$ cat config.mk
export PLATFORM = sky130hd
export DESIGN_NAME = lsAddrUnit
export DESIGN_NICKNAME = d
export VERILOG_FILES = /design/src/rtl/lsau_pkg.sv /design/src/rtl/lsau_ctrl.sv /design/src/rtl/lsau_datapath.sv /design/src/rtl/lsAddrUnit.sv
export SDC_FILE = /design/constraint.sdc
export NUM_CORES = 1
export LEC_CHECK = 0
export ABC_AREA = 1
export ABC_CLOCK_PERIOD_IN_PS = 7300
export CAP_MARGIN = 20
export CORE_ASPECT_RATIO = 0.9
export CORE_MARGIN = 10
export CORE_UTILIZATION = 48
export DETAILED_ROUTE_END_ITERATION = 16
export GPL_ROUTABILITY_DRIVEN = 0
export PLACE_DENSITY = 0.92
export SYNTH_ARGS = -nofsm -noshare
export SYNTH_HDL_FRONTEND = slang
export SYNTH_HIERARCHICAL = 1
export SYNTH_SLANG_ARGS = --single-unit
export TNS_END_PERCENT = 50
$ cat constraint.sdc
create_clock -name clk -period 7.3 [get_ports clk]
set_input_delay 1.46 -clock clk [delete_from_list [all_inputs] [get_ports clk]]
set_output_delay 1.46 -clock clk [all_outputs]
set_load 0.01 [all_outputs]
$ cat src/rtl/lsau_pkg.sv
package lsau_pkg;
  typedef enum logic [1:0] {
    SZ_BYTE = 2'd0,
    SZ_HALF = 2'd1,
    SZ_WORD = 2'd2
  } accSize_e;

  // strobes from control to datapath
  typedef struct packed {
    logic capCmd;
    logic capRsp;
    logic done;
  } ctrlStrobe_t;
endpackage

$ cat src/rtl/lsau_ctrl.sv
module lsau_ctrl
  import lsau_pkg::*;
(
  input  logic        clk,
  input  logic        rstN,
  input  logic        cmdValid,
  output logic        cmdReady,
  output logic        memReqValid,
  input  logic        memReqReady,
  input  logic        memRspValid,
  output logic        memRspReady,
  output logic        doneValid,
  output ctrlStrobe_t strobe
);
  typedef enum logic [1:0] {ST_IDLE, ST_REQ, ST_RSP, ST_DONE} state_e;
  state_e state, stateNext;

  always_comb begin
    stateNext = state;
    unique case (state)
      ST_IDLE: if (cmdValid)    stateNext = ST_REQ;
      ST_REQ:  if (memReqReady) stateNext = ST_RSP;
      ST_RSP:  if (memRspValid) stateNext = ST_DONE;
      default:                  stateNext = ST_IDLE;
    endcase
  end

  always_ff @(posedge clk) begin
    if (!rstN) state <= ST_IDLE;
    else       state <= stateNext;
  end

  assign cmdReady      = (state == ST_IDLE);
  assign memReqValid   = (state == ST_REQ);
  assign memRspReady   = (state == ST_RSP);
  assign doneValid     = (state == ST_DONE);
  assign strobe.capCmd = cmdReady & cmdValid;
  assign strobe.capRsp = memRspReady & memRspValid;
  assign strobe.done   = doneValid;

  // one access at a time
  assert_single_outstanding_R9: assert property (@(posedge clk) disable iff (!rstN)
    cmdReady |-> !memReqValid && !memRspReady && !doneValid);
  // an unaccepted request is held
  assert_req_held_R9: assert property (@(posedge clk) disable iff (!rstN)
    memReqValid && !memReqReady |=> memReqValid);
  // completion follows the response handshake and lasts one cycle
  assert_done_after_rsp_R10: assert property (@(posedge clk) disable iff (!rstN)
    memRspValid && memRspReady |=> doneValid);
  assert_done_single_R10: assert property (@(posedge clk) disable iff (!rstN)
    doneValid |=> cmdReady && !doneValid);
endmodule

$ cat src/rtl/lsau_datapath.sv
module lsau_datapath
  import lsau_pkg::*;
#(
  parameter int DATA_W = 32,
  parameter int IDX_W  = 5
) (
  input  logic              clk,
  input  logic              rstN,
  input  ctrlStrobe_t       strobe,
  input  logic              cmdIsStore,
  input  logic [1:0]        cmdSize,
  input  logic              cmdSigned,
  input  logic              cmdUpdate,
  input  logic [IDX_W-1:0]  cmdIdxA,
  input  logic [IDX_W-1:0]  cmdIdxD,
  input  logic [DATA_W-1:0] cmdValA,
  input  logic [DATA_W-1:0] cmdValB,
  input  logic [DATA_W-1:0] cmdValS,
  input  logic [DATA_W-1:0] memRspData,
  output logic [DATA_W-1:0] memAddr,
  output logic              memWrite,
  output logic [1:0]        memSize,
  output logic [DATA_W-1:0] memWdata,
  output logic              wbDataEn,
  output logic [IDX_W-1:0]  wbDataIdx,
  output logic [DATA_W-1:0] wbDataVal,
  output logic              wbBaseEn,
  output logic [IDX_W-1:0]  wbBaseIdx,
  output logic [DATA_W-1:0] wbBaseVal
);
  localparam int BYTE_W = 8;
  localparam int HALF_W = 16;

  logic              isStoreQ, signedQ, baseOkQ;
  accSize_e          sizeQ;
  logic [IDX_W-1:0]  idxAQ, idxDQ;
  logic [DATA_W-1:0] eaQ, wdataQ, rspQ;

  // operand A reads as zero for index 0
  logic [DATA_W-1:0] baseVal, eaNext, laneNext;
  assign baseVal = (cmdIdxA == '0) ? '0 : cmdValA;
  assign eaNext  = baseVal + cmdValB;

  always_comb begin
    unique case (accSize_e'(cmdSize))
      SZ_BYTE: laneNext = {{(DATA_W-BYTE_W){1'b0}}, cmdValS[BYTE_W-1:0]};
      SZ_HALF: laneNext = {{(DATA_W-HALF_W){1'b0}}, cmdValS[HALF_W-1:0]};
      default: laneNext = cmdValS;
    endcase
  end

  // base update: loads drop it for index 0 or A==D, stores keep it
  logic baseOkNext;
  assign baseOkNext = cmdUpdate &
                      (cmdIsStore | ((cmdIdxA != '0) & (cmdIdxA != cmdIdxD)));

  always_ff @(posedge clk) begin
    if (!rstN) begin
      isStoreQ <= 1'b0;
      signedQ  <= 1'b0;
      baseOkQ  <= 1'b0;
      sizeQ    <= SZ_BYTE;
      idxAQ    <= '0;
      idxDQ    <= '0;
      eaQ      <= '0;
      wdataQ   <= '0;
    end else if (strobe.capCmd) begin
      isStoreQ <= cmdIsStore;
      signedQ  <= cmdSigned;
      baseOkQ  <= baseOkNext;
      sizeQ    <= accSize_e'(cmdSize);
      idxAQ    <= cmdIdxA;
      idxDQ    <= cmdIdxD;
      eaQ      <= eaNext;
      wdataQ   <= laneNext;
    end
  end

  always_ff @(posedge clk) begin
    if (!rstN)              rspQ <= '0;
    else if (strobe.capRsp) rspQ <= memRspData;
  end

  // load formatting
  logic [DATA_W-1:0] loadFmt;
  always_comb begin
    unique case (sizeQ)
      SZ_BYTE: loadFmt = {{(DATA_W-BYTE_W){1'b0}}, rspQ[BYTE_W-1:0]};
      SZ_HALF: loadFmt = {{(DATA_W-HALF_W){signedQ & rspQ[HALF_W-1]}},
                          rspQ[HALF_W-1:0]};
      default: loadFmt = rspQ;
    endcase
  end

  assign memAddr   = eaQ;
  assign memWrite  = isStoreQ;
  assign memSize   = sizeQ;
  assign memWdata  = wdataQ;
  assign wbDataEn  = strobe.done & ~isStoreQ;
  assign wbDataIdx = idxDQ;
  assign wbDataVal = loadFmt;
  assign wbBaseEn  = strobe.done & baseOkQ;
  assign wbBaseIdx = idxAQ;
  assign wbBaseVal = eaQ;

  // write requests only in the completion cycle
  assert_wb_only_done_R8: assert property (@(posedge clk) disable iff (!rstN)
    (wbDataEn || wbBaseEn) |-> strobe.done);
  // operands fixed between capture and completion
  assert_ops_stable_R10: assert property (@(posedge clk) disable iff (!rstN)
    strobe.done |-> $stable(eaQ) && $stable(idxAQ));
endmodule

$ cat src/rtl/lsAddrUnit.sv
module lsAddrUnit
  import lsau_pkg::*;
(
  input  logic        clk,
  input  logic        rstN,
  input  logic        cmdValid,
  output logic        cmdReady,
  input  logic        cmdIsStore,
  input  logic [1:0]  cmdSize,
  input  logic        cmdSigned,
  input  logic        cmdUpdate,
  input  logic [4:0]  cmdIdxA,
  input  logic [4:0]  cmdIdxD,
  input  logic [31:0] cmdValA,
  input  logic [31:0] cmdValB,
  input  logic [31:0] cmdValS,
  output logic        memReqValid,
  input  logic        memReqReady,
  output logic [31:0] memAddr,
  output logic        memWrite,
  output logic [1:0]  memSize,
  output logic [31:0] memWdata,
  input  logic        memRspValid,
  output logic        memRspReady,
  input  logic [31:0] memRspData,
  output logic        doneValid,
  output logic        wbDataEn,
  output logic [4:0]  wbDataIdx,
  output logic [31:0] wbDataVal,
  output logic        wbBaseEn,
  output logic [4:0]  wbBaseIdx,
  output logic [31:0] wbBaseVal
);
  ctrlStrobe_t strobe;

  lsau_ctrl uCtrl (
    .clk(clk), .rstN(rstN), .cmdValid(cmdValid), .cmdReady(cmdReady),
    .memReqValid(memReqValid), .memReqReady(memReqReady),
    .memRspValid(memRspValid), .memRspReady(memRspReady),
    .doneValid(doneValid), .strobe(strobe)
  );

  lsau_datapath #(.DATA_W(32), .IDX_W(5)) uPath (
    .clk(clk), .rstN(rstN), .strobe(strobe),
    .cmdIsStore(cmdIsStore), .cmdSize(cmdSize), .cmdSigned(cmdSigned),
    .cmdUpdate(cmdUpdate), .cmdIdxA(cmdIdxA), .cmdIdxD(cmdIdxD),
    .cmdValA(cmdValA), .cmdValB(cmdValB), .cmdValS(cmdValS),
    .memRspData(memRspData), .memAddr(memAddr), .memWrite(memWrite),
    .memSize(memSize), .memWdata(memWdata),
    .wbDataEn(wbDataEn), .wbDataIdx(wbDataIdx), .wbDataVal(wbDataVal),
    .wbBaseEn(wbBaseEn), .wbBaseIdx(wbBaseIdx), .wbBaseVal(wbBaseVal)
  );

  // pending request fields stay put
  assert_req_stable_R9: assert property (@(posedge clk) disable iff (!rstN)
    memReqValid && !memReqReady |=> $stable(memAddr) && $stable(memWdata));
  // a load never writes base and data to the same register
  assert_no_same_port_R6: assert property (@(posedge clk) disable iff (!rstN)
    wbDataEn && wbBaseEn |-> wbDataIdx != wbBaseIdx);
  // stores never request a data write
  assert_store_no_data_R7: assert property (@(posedge clk) disable iff (!rstN)
    memWrite && doneValid |-> !wbDataEn);
endmodule

==> results list <==
- Number of sinks driven by the clock tree: approximately 110
- Hold_sp: uPath/rspQ[8]
* Total Wirelength: around 26 mm
* Number of global-route vias before repair: between 7,000 and 8,000
- Period Utilization, post-route: 0.538
- For this design the static power due to leakage is 0.00547 µW.
- Clock Tree Root: clkbuf_16
- Data required time at the worst endpoint: between 5 and 6 ns
- I/O Buffers: ~300
* Arrival @ worst endpoint: between 2 and 2.5 ns
* Routed wirelength normalized by instance count: 15.5 µm
* Clock-pin slew on the worst setup and hold paths: roughly 0.060 ns
* Number of cells on the worst hold path: 2
* Kind of cell adding the most delay to the critical path: simple AND/OR/NAND/NOR gates
- Flip-flop and latch area: about 2300 µm²
- The worst register-to-register path begins at uCtrl/state[0].
- Slew at the pin closest to its max-slew limit: roughly 1.1 ns
* Final instance area: ~11,000 µm²
- Worst setup skew after layout: roughly 0.012 ns
- Relative to the synthesized area, the layout overhead comes to 45.1%.
- TritonCTS created 17 clock buffers.
- Cell Rows: 42
* Fin util: 0.721
- Initial antenna violation count: 0
- Length in cells of the worst reg-to-reg path: 9
- Yosys warnings: 6
- Ports placed on the boundary: 295
- Measured against its own limit, the worst slew margin works out to 0.297.
- Summing all placed instances gives a cell area of roughly 10,000 µm².
* Global-route wire length before repair: between 30 and 40 mm
- Cells resized by post-CTS repair: 0
- Synthesis inferred ~110 register bits.
- Of all nets on the critical path, the largest fanout is 20.
- Average cell area after synthesis: 6.05 µm²
- Clock latency on the worst-skew pair: 0.41 ns
- Core Box Area: 14,900 µm²
- The final-report hold violation count was 0.
* Die Area: around 21,000 µm²
- In this run the cell area of the synthesized design comes to 7380 µm².
- Non-filler cells in the finished layout: between 1,500 and 2,000
* Synth area leader: dfxtp_1
* Path category of the worst min-delay check: reg -> reg
- Most used routing layer in global routing: met2
- Pin count of the biggest net entering global routing: 61
- Nets@finish: approximately 1,600
* Maximum single-stage delay on the critical path: about 0.6 ns
- Post-route minimum period: between 3 and 4 ns
- Across the run, the number of max-cap violations was 0.
- After detailed routing, the number of remaining DRC violations is 0.
- The number of antenna diodes in the final layout is 0.
- The worst setup path is launched from a flop.
- The number of setup buffers added after CTS is 0.
- TritonCTS built the clock tree.
- Setup repair after global routing left no endpoint under its margin.
- Total buffers and inverters traversed by the critical path: 2
- Average via count per standard cell: 4.97
* Total routing resource utilization after global routing: 0.236
- The run finished with clean final reports.
* Vertical die dimension: 138 µm
* Top library cells by usage in the layout, fill and taps aside: 349 x nand2_1, 294 x clkdlybuf4s50_1, 199 x nor2_1, 198 x inv_1, 113 x dfxtp_1
* Commonest non-fill, non-tap cell in the layout: nand2_1
- Setup-violating endpoint count in the final report: 0
* Number of H-tree levels: 4
* Critical setup path kind: reg -> out
- The initial utilization of the core area, before any placement, comes to 0.496.
- The slowest stage of the critical path belongs to the cell clkdlybuf4s50_1.
- In the final layout, the share of cells above drive strength 1 is 0.0443.
* Proportion of synthesized chip area in sequential cells: 0.306
- Fraction of synthesized cell area taken by the top area cell type: 0.306
* GR Util met1: 0.259
* Power density normalized to cell area: between 200 and 300 nW/µm²
- The max-slew violation total from the final report was 0.
* Met3 global-route usage: 0.0715
- For this run, the detailed router's first-pass iteration total came to 5.
- Multi-input gate area in the final layout: just under 4000 µm²
- The worst setup path is captured at an output pin.
* Unique masters post-synth: 31
* IR Drop Worst-Case VDD: between 0.0002 and 0.00025 V
- Timing would allow up to about 0.25 GHz.
* Bufs on Longest Clock Path: 2
- Number of filler cells placed in the layout: around 1,200
- Synthesis produced a netlist whose cell count is 1,220.
- Post-Synthesis Net Count: between 1,000 and 1,500
- CP Depth: 4
- Timing startpoint of the critical path: uPath/memSize[1]
- Total overflow reported by the global router: 0
* Setup TNS: 0 ns
- Hold buffer count at cts: 0
- In this run the remaining antenna-violating nets after routing total 0.
* Half-perimeter wire length of the detailed placement result: 20.2 mm
- # placed instances: ~1,600
- The first routing iteration left 525 violations.
- Synth top area cells: dfxtp_1 31%, nand2_1 18%, inv_1 10%, nor2_1 10%, ha_1 6.1%
- Detailed routing inserted a total of 8,279 vias.
- Overall die width: about 150 µm
- For met2 alone, demand over resource in global routing was 0.416.
- The critical path goes through inv_1, nand4_1, nand2_1, clkdlybuf4s50_1.
-- tightest hold or removal path: stages, from the launching register on --
cell and delay, ns:
dfxtp_1 0.30, inv_1 0.06, a21oi_1 0.06
-- flip-flops by register name (all words and copies together) (netlist names), 2 cells and up --
signal           flops
uPath/wbDataIdx      5
uPath/memWdata      32
uPath/memSize        2
uCtrl/state          2
uPath/memAddr       32
uPath/wbBaseIdx      5
uPath/rspQ          32
-- layer usage --
metal	routed length [µm]	up-vias
li1	-	4135
met1	9890	3727
met4	714	0
met5	0	-
met2	12900	354
met3	2350	63
-- cell type report --
type	instances	share of cell area
flip-flops and latches	113	0.211
clock inverters	15	0.0148
clock buffers	17	0.0397
multi-input cells	822	0.361
inverters	202	0.0708
well taps	198	0.0231
repair buffers	299	0.279
-- logic make-up after synthesis --
| logic type | count (synthesis) | synth area share |
|---|---|---|
| AOI/OAI and AO/OA | 134 | 0.0930 |
| xor gates and xnor gates | 19 | 0.0225 |
| adders and majority gates | 37 | 0.0637 |
| buffers and inverters | 285 | 0.169 |
| DFF | 113 | 0.306 |
| and+or+nand+nor | 632 | 0.345 |
-- cells in the mapped netlist (all sizes together) --
master         n
nand2        358
nor2         204
inv          201
dfxtp        113
o21ai         70
nand3         61
a21oi         59
buf           51
ha            36
clkbuf        31
xor2          16
nand4          4
nor3           4
o21bai         3
xnor2          3
a21o           1
clkinv         1
dlygate4sd1    1
fa             1
nand3b         1
o211ai         1
-- path summary, 6_finish.rpt --
path / endpoint / slack [ns]
worst max-delay path: wbDataVal[19] / 3.37
worst min-delay path: uPath/rspQ[8] / 0.46
worst max register to register: uPath/memWdata[15] / 4.66
worst min register to register: uPath/rspQ[8] / 0.46
-- through the flow --
step	total power [µW]	setup WS (ns)	hold WS, ns
after floorplan	1480	3.79	0.434
after global placement	1950	3.15	0.442
after detailed placement	1980	3.04	0.449
after CTS	2810	3.36	0.458
after global routing	2970	3.16	0.477
final	2810	3.37	0.458
-- power breakdown --
part	internal (µW)	switching (µW)
combinational	535	587
sequential	759	108
clock	506	309
Power figures use the tool's default switching activity.
